`src/rtl/rst_dly_pkg.sv`:
```
package rst_dly_pkg;

    typedef enum logic [1:0] {
        ST_IDLE       = 2'd0,
        ST_WARN       = 2'd1,
        ST_RST_WARNED = 2'd2,
        ST_RST_DIRECT = 2'd3
    } rd_state_e;

    // Window length for a delay code: base scaled by 2^(step*code)
    function automatic int unsigned window_len(input int unsigned code,
                                               input int unsigned base,
                                               input int unsigned step);
        return base << (step * code);
    endfunction

endpackage

```
`src/rtl/rst_dly_cfg.sv`:
```
module rst_dly_cfg #(
    parameter int NSRC   = 8,
    parameter int CODE_W = 2,
    localparam int CFG_W = NSRC + CODE_W + 1
) (
    input  logic              clk,
    input  logic              rst_n,
    input  logic              wr,
    input  logic [CFG_W-1:0]  wdata,
    output logic [CODE_W-1:0] dly_code,
    output logic              glb_en,
    output logic [NSRC-1:0]   src_en
);

    logic [CFG_W-1:0] cfg_q;

    always_ff @(posedge clk or negedge rst_n) begin
        if (!rst_n) begin
            cfg_q <= '0;
        end else if (wr) begin
            cfg_q <= wdata;
        end
    end

    assign dly_code = cfg_q[CODE_W-1:0];
    assign glb_en   = cfg_q[CODE_W];
    assign src_en   = cfg_q[CFG_W-1:CODE_W+1];

endmodule

```
`src/rtl/rst_dly_classify.sv`:
```
module rst_dly_classify #(
    parameter int NSRC = 8
) (
    input  logic [NSRC-1:0] req,
    input  logic [NSRC-1:0] src_en,
    input  logic            glb_en,
    output logic            warn_hit,
    output logic            direct_hit
);

    logic [NSRC-1:0] warned;
    logic [NSRC-1:0] direct;

    for (genvar i = 0; i < NSRC; i++) begin : g_src
        assign warned[i] = req[i] &  (src_en[i] & glb_en);
        assign direct[i] = req[i] & ~(src_en[i] & glb_en);
    end

    assign warn_hit   = |warned;
    assign direct_hit = |direct;

endmodule

```
`src/rtl/rst_dly_timer.sv`:
```
module rst_dly_timer #(
    parameter int CNT_W = 9
) (
    input  logic             clk,
    input  logic             rst_n,
    input  logic             load,
    input  logic [CNT_W-1:0] load_val,
    input  logic             run,
    output logic             expired
);

    logic [CNT_W-1:0] cnt_q;

    always_ff @(posedge clk or negedge rst_n) begin
        if (!rst_n) begin
            cnt_q <= '0;
        end else if (load) begin
            cnt_q <= load_val;
        end else if (run && cnt_q != '0) begin
            cnt_q <= cnt_q - 1'b1;
        end
    end

    assign expired = (cnt_q == '0);

    // a running window counts down by exactly one per cycle
    a_r3_count_step: assert property (@(posedge clk) disable iff (!rst_n)
        (run && !load && cnt_q != '0) |=> (cnt_q == $past(cnt_q) - 1'b1));

    // a running window is never reloaded
    a_r6_no_reload: assert property (@(posedge clk) disable iff (!rst_n)
        run |-> !load);

endmodule

```
`src/rtl/rst_dly_ctrl.sv`:
```
module rst_dly_ctrl
    import rst_dly_pkg::*;
#(
    parameter int NSRC     = 8,
    parameter int CODE_W   = 2,
    parameter int BASE_DLY = 8,
    parameter int DLY_STEP = 2,
    localparam int CFG_W   = NSRC + CODE_W + 1,
    localparam int MAX_DLY = BASE_DLY << (DLY_STEP * ((1 << CODE_W) - 1)),
    localparam int CNT_W   = $clog2(MAX_DLY)
) (
    input  logic             clk_lp,
    input  logic             rst_n,
    input  logic             cfg_wr,
    input  logic [CFG_W-1:0] cfg_wdata,
    input  logic [NSRC-1:0]  src_req,
    output logic             warn_irq,
    output logic             sys_rst_req
);

    logic [CODE_W-1:0] dly_code;
    logic              glb_en;
    logic [NSRC-1:0]   src_en;
    logic              warn_hit;
    logic              direct_hit;
    logic              tmr_load;
    logic              tmr_run;
    logic              tmr_expired;
    logic [CNT_W-1:0]  tmr_load_val;
    rd_state_e         state_q;
    rd_state_e         state_d;

    rst_dly_cfg #(.NSRC(NSRC), .CODE_W(CODE_W)) u_cfg (
        .clk      (clk_lp),
        .rst_n    (rst_n),
        .wr       (cfg_wr),
        .wdata    (cfg_wdata),
        .dly_code (dly_code),
        .glb_en   (glb_en),
        .src_en   (src_en)
    );

    rst_dly_classify #(.NSRC(NSRC)) u_classify (
        .req        (src_req),
        .src_en     (src_en),
        .glb_en     (glb_en),
        .warn_hit   (warn_hit),
        .direct_hit (direct_hit)
    );

    assign tmr_load_val = CNT_W'(window_len(32'(dly_code), BASE_DLY, DLY_STEP) - 1);
    assign tmr_load     = (state_q == ST_IDLE) && warn_hit && !direct_hit;
    assign tmr_run      = (state_q == ST_WARN);

    rst_dly_timer #(.CNT_W(CNT_W)) u_timer (
        .clk      (clk_lp),
        .rst_n    (rst_n),
        .load     (tmr_load),
        .load_val (tmr_load_val),
        .run      (tmr_run),
        .expired  (tmr_expired)
    );

    // State register
    always_ff @(posedge clk_lp or negedge rst_n) begin
        if (!rst_n) begin
            state_q <= ST_IDLE;
        end else begin
            state_q <= state_d;
        end
    end

    // Transitions
    always_comb begin
        state_d = state_q;
        unique case (state_q)
            ST_IDLE: begin
                if (direct_hit) begin
                    state_d = ST_RST_DIRECT;   // direct_hit
                end else if (warn_hit) begin
                    state_d = ST_WARN;         // warn_start
                end
            end
            ST_WARN: begin
                if (direct_hit || tmr_expired) begin
                    state_d = ST_RST_WARNED;   // escalate / expire
                end
            end
            ST_RST_WARNED: state_d = ST_RST_WARNED;  // hold
            ST_RST_DIRECT: state_d = ST_RST_DIRECT;  // hold
            default:       state_d = ST_IDLE;
        endcase
    end

    // Outputs
    always_comb begin
        warn_irq    = 1'b0;
        sys_rst_req = 1'b0;
        unique case (state_q)
            ST_IDLE: ;
            ST_WARN: warn_irq = 1'b1;
            ST_RST_WARNED: begin
                warn_irq    = 1'b1;
                sys_rst_req = 1'b1;
            end
            ST_RST_DIRECT: sys_rst_req = 1'b1;
            default: ;
        endcase
    end

    // unwarned request from idle resets next cycle with no interrupt
    a_r5_direct_no_irq: assert property (@(posedge clk_lp) disable iff (!rst_n)
        (state_q == ST_IDLE && direct_hit) |=> (sys_rst_req && !warn_irq));

    // unwarned request during the window escalates at once
    a_r7_escalate: assert property (@(posedge clk_lp) disable iff (!rst_n)
        (state_q == ST_WARN && direct_hit) |=> (sys_rst_req && warn_irq));

    // reset holds until block reset
    a_r9_reset_hold: assert property (@(posedge clk_lp) disable iff (!rst_n)
        sys_rst_req |=> sys_rst_req);

    // interrupt holds until block reset
    a_r8_irq_hold: assert property (@(posedge clk_lp) disable iff (!rst_n)
        warn_irq |=> warn_irq);

    // a warned reset is always preceded by the window
    a_r4_warn_first: assert property (@(posedge clk_lp) disable iff (!rst_n)
        ($rose(sys_rst_req) && warn_irq) |-> ($past(state_q) == ST_WARN));

endmodule

```
`config.mk`:
```
export PLATFORM = sky130hd
export DESIGN_NAME = rst_dly_ctrl
export DESIGN_NICKNAME = d
export VERILOG_FILES = /design/src/rtl/rst_dly_pkg.sv /design/src/rtl/rst_dly_cfg.sv /design/src/rtl/rst_dly_classify.sv /design/src/rtl/rst_dly_timer.sv /design/src/rtl/rst_dly_ctrl.sv
export SDC_FILE = /design/constraint.sdc
export NUM_CORES = 1
export LEC_CHECK = 0
export BUFFER_PORTS_ARGS = -buffer_cell sky130_fd_sc_hd__buf_2
export CORE_MARGIN = 2
export CORE_UTILIZATION = 45
export CTS_CLUSTER_SIZE = 8
export DETAILED_ROUTE_END_ITERATION = 7
export PLACE_DENSITY = 0.79
export SETUP_SLACK_MARGIN = 0.4
export SLEW_MARGIN = 20
export SYNTH_ARGS = -nofsm -noshare
export SYNTH_HDL_FRONTEND = slang
export SYNTH_SLANG_ARGS = --single-unit
```
`constraint.sdc`:
```
create_clock -name clk_lp -period 2 [get_ports clk_lp]
set_clock_uncertainty 0.2 [all_clocks]
set_input_delay 0.1 -clock clk_lp [delete_from_list [all_inputs] [get_ports clk_lp]]
set_output_delay 0.1 -clock clk_lp [all_outputs]
set_load 0.01 [all_outputs]
```
# Word-level counts from Yosys, hierarchy flattened
# Cells that the tools add are included.
[word_totals]
reg_bits = 22
out_inout_bits = 2
wordCells = 65
[op_classes]
add_sub_neg = 2
n_eq_ne = 5
shift = 1
muxes = 8
bitwise = 32
n_reduce_logical = 14
[op_table]
columns = ["op", "count"]
rows = [
  ["$and A1 B1 Y1", 24],
  ["$mux W9", 2],
  ["$sub A9 B1 Y9 const B", 2],
  ["$reduce_or A8 Y1", 2],
  ["$logic_not A9 Y1", 1],
  ["$reduce_bool A9 Y1", 1],
  ["$shl A4 B3 Y9 const A", 1],
  ["$not A1 Y1", 8],
  ["$pmux W2 S4", 1],
  ["$mux W2", 3],
  ["$eq A2 B2 Y1 const B", 2],
  ["$reduce_or A2 Y1", 2],
  ["$logic_and A1 B1 Y1", 3],
  ["$ne A3 B3 Y1 const B", 1],
  ["$eq A2 B1 Y1 const B", 1],
  ["$logic_not A2 Y1", 1],
  ["$mux W1", 2],
  ["$ne A2 B2 Y1 const B", 1],
  ["$reduce_and A2 Y1", 1],
  ["$reduce_bool A2 Y1", 1],
  ["$logic_not A1 Y1", 1],
  ["$logic_or A1 B1 Y1", 1],
]

# Logic depth before layout (Yosys ltp)
# Gate-level depths: netlist of run 1.
[logic_depth]
word_depth = 7
ltp_mapped = 7
depth_no_buf = 7

# Cells and area by module
# Synthesis of run 1 repeated with hierarchy kept, for this count alone.
[unflattened]
cells_unflattened = 142
area_unflattened_um2 = 1438.9
[by_module_without_submodules]
columns = ["mod", "n_inst", "cells_per_inst", "area_per_inst_um2"]
rows = [
  ["rst_dly_timer", 1, 75, 624.3],
  ["rst_dly_cfg", 1, 23, 447.9],
  ["rst_dly_ctrl", 1, 23, 227.7],
  ["rst_dly_classify", 1, 21, 138.9],
]

# Worst setup path before layout of run 1
# No wires, ideal clock.
[synth_timing]
path_kind = "reg-to-reg"
startpoint = "register state_q[1]"
endpoint = "register state_q[0]"
setup_ns = 0.079
arrival_time_ns = 1.405
required_time_ns = 1.721
slack_ns = 0.315
stages_incl_launch_ff = 8
path_cell_list = "dfrtp_1 inv_1 ha_1 inv_1 a31oi_1 o21ba_2 nor3_2 mux2i_1"
[synth_via]
elab_chain_len = 3
[synth_lines]
columns = ["item", "line_no", "rtl"]
rows = [
  ["start: declaration", "rst_dly_ctrl.sv:30", "rd_state_e state_q;"],
  ["start signal: assignment", "rst_dly_ctrl.sv:69", "state_q <= state_d;"],
  ["$eq A2 B1 Y1 / $logic_not A2 Y1 (equally long branches)", "rst_dly_ctrl.sv:76", "unique case (state_q)"],
  ["$ne A2 B2 Y1 (no source line) / $ne A3 B3 Y1 (equally long branches)", "n/a", ""],
  ["$reduce_and A2 Y1 (no source line)", "n/a", ""],
]
# Several ways; a longest one is shown, not always the timed one.
# A chain may end at the register's enable or synchronous reset.

# Final worst setup path of run 1
[layout_timing]
startpoint = "register u_cfg.cfg_q[6]"
endpoint = "register u_timer.cnt_q[5]"
[layout_via]
elab_chain_len = 7
[layout_lines]
columns = ["item", "line_no", "rtl"]
rows = [
  ["start: declaration", "rst_dly_cfg.sv:15", "logic [CFG_W-1:0] cfg_q;"],
  ["start signal: assignment", "rst_dly_cfg.sv:21", "cfg_q <= wdata;"],
  ["$and A1 B1 Y1 *", "rst_dly_classify.sv:15, rst_dly_classify.sv:16", ""],
  ["$not A1 Y1", "rst_dly_classify.sv:16", "assign direct[i] = req[i] & ~(src_en[i] & glb_en);"],
  ["$and A1 B1 Y1", "rst_dly_classify.sv:16", ""],
  ["$reduce_or A8 Y1", "rst_dly_classify.sv:20", "assign direct_hit = |direct;"],
  ["$logic_not A1 Y1", "rst_dly_ctrl.sv:52", "assign tmr_load = (state_q == ST_IDLE) && warn_hit && !direct_hit;"],
  ["$logic_and A1 B1 Y1 *", "rst_dly_ctrl.sv:52", ""],
  ["$mux W9 / $reduce_bool A2 Y1 (equally long branches)", "n/a", ""],
  ["end signal: assignment", "rst_dly_timer.sv:18", "cnt_q <= load_val;"],
  ["end signal: assignment", "rst_dly_timer.sv:20", "cnt_q <= cnt_q - 1'b1;"],
  ["end: declaration", "rst_dly_timer.sv:12", "logic [CNT_W-1:0] cnt_q;"],
]
# Every way passes the cells marked *; elsewhere a longest branch is shown, timed or not.

==> results.ini, run 1 <==
[worst_setup_path]
cpPeakStageDelay_ns=0.42
critPathLaunchType=register
cp_max_fo=5
arrival_ns=1.82
crit_chain=a22oi_2 > a41oi_2 > buf_4 > nand4_4 > buf_4 > a21oi_1
reg2reg_depth=6
crit_family=compound AO/OA/AOI/OAI gates
path_depth=6
cp_common_cell=buf_4
critPathRequiredTime_ns=2.05
cp-end-kind=register
crit_buf_inv=2
worst_path_max_delay_cell=dfrtp_1
path_class=reg -> reg

[synthesis]
synth_seq_cells=22
syn_nets=138
avgSynthCellArea_um2=11.00
synth_cell_type_count=32
yosys_warnings=0
syn-instance-count=112
netlist_area_mm2=0.001232
synth-seq-area-share=0.4467

[floorplan]
die-area_mm2=0.003173
io_pins=24
coreArea_mm2=0.002545
start_util=0.4843
die_y_um=56.33
die_w_um=56.33
rows=18

[clock_network]
clock_latency_ns=0.31
numCtsBuffers=3
cts_tree=done
cts.sinks=22
clkTransAtPathRegs_ns=0.13
htreeDepth=1
clockBufferDepth=2
root_buffer=clkbuf_4

[routing]
avgRoutedWirePerCell_um=16.74
drc_errors=0
vias_per_cell=5.520
route.vias.total=1115
drtIter0Drc=22
firstDrtPassIters=4
wl_um=3382
drt.antenna.violating_nets=0

[finish]
final_cell_count_no_fill=202
final_nets=199
final_cell_mix=buf_2 (21), dfrtp_1 (19), dlygate4sd3_1 (16)
nFillCells=154
layout_commonest_cell=buf_2
diodes=0
area_growth_syn_to_layout_pct=54.42
drive_gt1_frac=0.5233

[timing]
slew_headroom=0.6664
layout_min_cycle_time_ns=1.769
fmax_mhz=565.2
fin_crit_sh=0.8846
worstMarginPinSlew_ns=0.5004
final.setup.worst_slack_ns=0.2307
hold_viol=0
slew_violations=0
tns_ns=0
rsz0062_at_grt=true
setup_viol=0

[global_routing]
grt_pass1_vias=1094
grt_max_degree=23
antenna_found_initial=0
grt_pass1_wl_um=5133
track_usage=0.2090
grt.overflow.total=0

[placement]
pre_cts_slack_ns=0.2210
post-place-cells=165
numPortBuffers=23
place.gp.congestion=0.7465
dp_hpwl_um=1852

[run_status]
status=complete, no violations

[pwr]
p_leak_uw=0.0008041
power_density_mw_per_mm2=539.0
ir_drop_mv=0.7383

[flow_run]
drv_cap=0

[hold_path]
min_path_type=in -> async

[final timing paths]
kind / slack [ns] / end / startpoint
max: 0.23 / u_timer.cnt_q[5] / u_cfg.cfg_q[6]
min: 0.09 / u_cfg.cfg_q[6] / rst_n
max reg2reg: 0.23 / u_timer.cnt_q[5] / u_cfg.cfg_q[6]
min reg2reg: 0.38 / u_timer.cnt_q[2] / u_timer.cnt_q[2]
max in group asynchronous: 1.15 / u_timer.cnt_q[6] / rst_n
min in group clk_lp: 0.10 / state_q[1] / src_req[2]
[state kept, by name, summed over array words and instances (netlist names)]
| signal | cells |
|---|---|
| state_q | 2 |
| u_cfg.cfg_q | 11 |
| u_timer.cnt_q | 9 |
[layer usage]
| metal | vias up | wire length [um] | GRT usage |
|---|---|---|---|
| li1 | 527 | - | - |
| met1 | 561 | 1424 | 0.2537 |
| met2 | 23 | 1816 | 0.3731 |
| met3 | 4 | 111 | 0.05300 |
| met4 | 0 | 29 | 0.04422 |
| met5 | - | 0 | 0 |
[final cells by class]
type / instances / area [um2] / area share
Inverter: 7 / 26.28 / 0.01381
Multi-Input combinational cell: 82 / 787.0 / 0.4135
Timing Repair Buffer: 57 / 445.4 / 0.2341
Sequential cell: 22 / 554.3 / 0.2913
Tap cell: 30 / 37.54 / 0.01972
Clock buffer: 3 / 22.52 / 0.01183
Clock inverter: 1 / 30.03 / 0.01578
[through the flow]
stage | total power, uW | area [um2] | hold slack, ns | utilization
2_1_floorplan | 558.6 | 1245 | -0.3956 | -
3_3_place_gp | 603.7 | 1398 | -0.1089 | 0.5492
3_5_place_dp | 608.0 | 1398 | -0.1102 | 0.5492
4_1_cts | 997.8 | 1803 | 0.04142 | 0.7085
5_1_grt | 1067 | 1903 | 0.09978 | 0.7478
6_report | 1026 | 1903 | 0.08627 | 0.7478
[logic make-up (layout without fill, tap and decap cells)]
logic type / after synthesis / after routing / synth area share
multiplexers: 12 / 12 / 0.1056
AND/OR/NAND/NOR: 37 / 38 / 0.1858
adder cells (fa/ha/maj): 4 / 4 / 0.04061
AO/OA/AOI/OAI: 27 / 27 / 0.1807
buffers and inverters: 9 / 68 / 0.03350
XOR/XNOR: 1 / 1 / 0.007108
flip-flops: 22 / 22 / 0.4467
[where the power goes]
part / switching [uW] / internal, uW / total [uW]
Combinational: 84.7 / 101 / 185
Sequential: 23.5 / 467 / 490
Clock: 148 / 203 / 350
[synth_stat cells]
cell type | n | area share
nand3_1 | 2 | 0.0081
mux2i_1 | 4 | 0.032
ha_1 | 4 | 0.041
nor2_1 | 4 | 0.012
or2_2 | 1 | 0.0051
o22ai_1 | 1 | 0.0051
o21ai_0 | 5 | 0.020
nor3_4 | 1 | 0.013
nand2_1 | 12 | 0.037
a2111oi_4 | 2 | 0.045
nor2b_1 | 4 | 0.020
a22oi_1 | 4 | 0.024
clkbuf_1 | 1 | 0.0030
o41ai_1 | 1 | 0.0071
nand4_2 | 1 | 0.010
a41oi_2 | 1 | 0.013
o21a_1 | 1 | 0.0061
o21ai_2 | 1 | 0.0071
a31oi_1 | 4 | 0.020
inv_1 | 7 | 0.021
nor3_2 | 3 | 0.024
mux2_2 | 8 | 0.073
buf_6 | 1 | 0.0091
nor4_1 | 2 | 0.010
nor2b_4 | 2 | 0.022
nor3_1 | 3 | 0.012
a21oi_1 | 6 | 0.024
xor2_1 | 1 | 0.0071
o21ba_2 | 1 | 0.0081
or3_1 | 1 | 0.0051
dfrtp_1 | 22 | 0.45
nand3b_1 | 1 | 0.0061
[what timing repair did]
action,CTS,global route
endpoints found under the setup margin,12,16
pin swaps,14,9
resized for setup,28,13
hold endpoints to repair,33,0
setup buffers,10,6
hold buffers,16,0
cloned,0,1
No activity file was read; power rests on OpenSTA's default activity.
==> run 2: changes to the inputs <==
PLACE_DENSITY = 0.82   (was 0.79)
clock period = 1.6 ns   (was 2 ns; I/O delays follow)
==> results.ini, run 2 (synthesis gave the netlist of run 1 again) <==
[timing]
slew_violations=0  ; unchanged
fmax_mhz=541.3  ; was 565.2 MHz
slew_headroom=0.6530  ; was 0.6664
holdWs_ns=0.08833  ; was 0.08627 ns
worstMarginPinSlew_ns=0.5205  ; was 0.5004 ns
setup_viol=12  ; was 0
hold_viol=0  ; unchanged
fin_crit_sh=1.155  ; was 0.8846
tns_ns=-2.186  ; was 0 ns
layout_min_cycle_time_ns=1.847  ; was 1.769 ns
final.setup.worst_slack_ns=-0.2473  ; was 0.2307 ns
rsz0062_at_grt=true  ; unchanged

[clock_network]
root_buffer=clkbuf_4  ; unchanged
clock_latency_ns=0.33  ; was 0.31 ns
clkTransAtPathRegs_ns=0.13  ; about the same
numCtsBuffers=3  ; unchanged
clockBufferDepth=2  ; unchanged
cts.sinks=22  ; unchanged
htreeDepth=1  ; unchanged
cts_tree=done  ; unchanged

[worst_setup_path]
path_class=reg -> reg  ; unchanged
critPathRequiredTime_ns=1.64  ; was 2.05 ns
critPathLaunchType=register  ; unchanged
cp-end-kind=register  ; unchanged
arrival_ns=1.88  ; was 1.82 ns
cp_max_fo=8  ; was 5

[finish]
final_nets=209  ; was 199
regArea_um2=553.0  ; was 554.3 um2
layout_commonest_cell=buf_4  ; was buf_2
final_cell_mix=buf_4 (25), buf_2 (21), dfrtp_1 (20)  ; was buf_2 (21), dfrtp_1 (19), dlygate4sd3_1 (16)
largest_register_ffs=11  ; unchanged
final_cell_count_no_fill=213  ; was 202
top_regs=u_cfg.cfg_q x11, u_timer.cnt_q x9, state_q x2  ; unchanged
area_growth_syn_to_layout_pct=61.12  ; was 54.42%
largest-register=u_cfg.cfg_q  ; unchanged
nFillCells=151  ; was 154
multiInputGateArea_um2=800.8  ; was 787.0 um2
drive_gt1_frac=0.5549  ; was 0.5233

[placement]
place.gp.congestion=0.8819  ; was 0.7465
post-place-cells=183  ; was 165
dp_hpwl_um=2285  ; was 1852 um
numPortBuffers=23  ; unchanged

[routing]
drt.antenna.violating_nets=0  ; unchanged
drtIter0Drc=30  ; was 22
route.vias.total=1266  ; was 1115
drc_errors=0  ; unchanged
firstDrtPassIters=4  ; unchanged
vias_per_cell=5.944  ; was 5.520
wl_um=4262  ; was 3382 um
avgRoutedWirePerCell_um=20.01  ; was 16.74 um

[hold_path]
min_path_type=in -> async  ; unchanged

[pwr]
ir_drop_mv=0.5184  ; was 0.7383 mV
p_leak_uw=0.0008622  ; was 0.0008041 uW
power_density_mw_per_mm2=581.5  ; was 539.0 mW/mm2

[run_status]
violations=setup timing
status=finished with violations  ; was complete, no violations

[floorplan]
coreArea_mm2=0.002545  ; unchanged
start_util=0.4843  ; unchanged
io_pins=24  ; unchanged
die_y_um=56.33  ; unchanged
die_w_um=56.33  ; unchanged
die-area_mm2=0.003173  ; unchanged
rows=18  ; unchanged

[global_routing]
grt.overflow.total=0  ; unchanged
grt_pass1_vias=1391  ; was 1094
antenna_found_initial=1  ; was 0
grt_max_degree=23  ; unchanged
track_usage=0.2620  ; was 0.2090
grt_pass1_wl_um=6279  ; was 5133 um

[flow_run]
drv_cap=0  ; unchanged

[run 2: through the flow]
stage	power (uW)	utilization	area, um2	setup slack, ns
2_1_floorplan	701.6	-	1286	-0.002870
3_3_place_gp	757.6	0.6185	1574	-0.1293
3_5_place_dp	768.7	0.6185	1574	-0.1636
4_1_cts	1127	0.7522	1914	-0.1527
5_1_grt	1188	0.7802	1986	-0.3150
6_report	1155	0.7802	1986	-0.2473
[run 2: cell type report]
cell class,instances,share of cell area
multi-input combinational,81,0.4033
timing repair buffer,68,0.2653
clock buffer,4,0.01827
sequential,22,0.2785
tap,30,0.01890
inverter,7,0.01449
antenna,1,0.001260
[run 2: metal layers]
metal,GRT usage,wire length (um)
met1,0.2668,1463
met2,0.4924,2290
met3,0.06682,219
met4,0.1224,289
met5,0,0
[run 2: repair_timing]
item	in CTS	in global routing
endpoints found under the setup margin	13	20
hold endpoints to repair	33	0
pin swaps	6	3
setup buffers	8	2
gates cloned	0	0
resized for setup	18	14
hold buffers	15	0
[run 2: worst max-delay path: stages (launching register included)]
cell       delay, ns
dfrtp_1         0.45
nor2b_4         0.07
a2111oi_4       0.41
nand4_4         0.25
buf_4           0.22
a31oi_2         0.15
[run 2: worst paths after layout]
kind                                       from                to  slack, ns  cells past startpoint
worst max-delay path            u_cfg.cfg_q[10]  u_timer.cnt_q[4]      -0.25                      5
worst min-delay path                      rst_n  u_timer.cnt_q[3]       0.09                      2
worst max register to register  u_cfg.cfg_q[10]  u_timer.cnt_q[4]      -0.25                      5
worst min register to register   u_cfg.cfg_q[5]    u_cfg.cfg_q[5]       0.38                      1
min in group clk_lp                  src_req[1]        state_q[0]       0.09                      5
max in group asynchronous                 rst_n    u_cfg.cfg_q[9]       0.73                      2
[run 2: where the power goes]
group          total, uW  switching (uW)  internal, uW
Sequential           618            34.5           583
Clock                322             182           140
Combinational        215             101           114
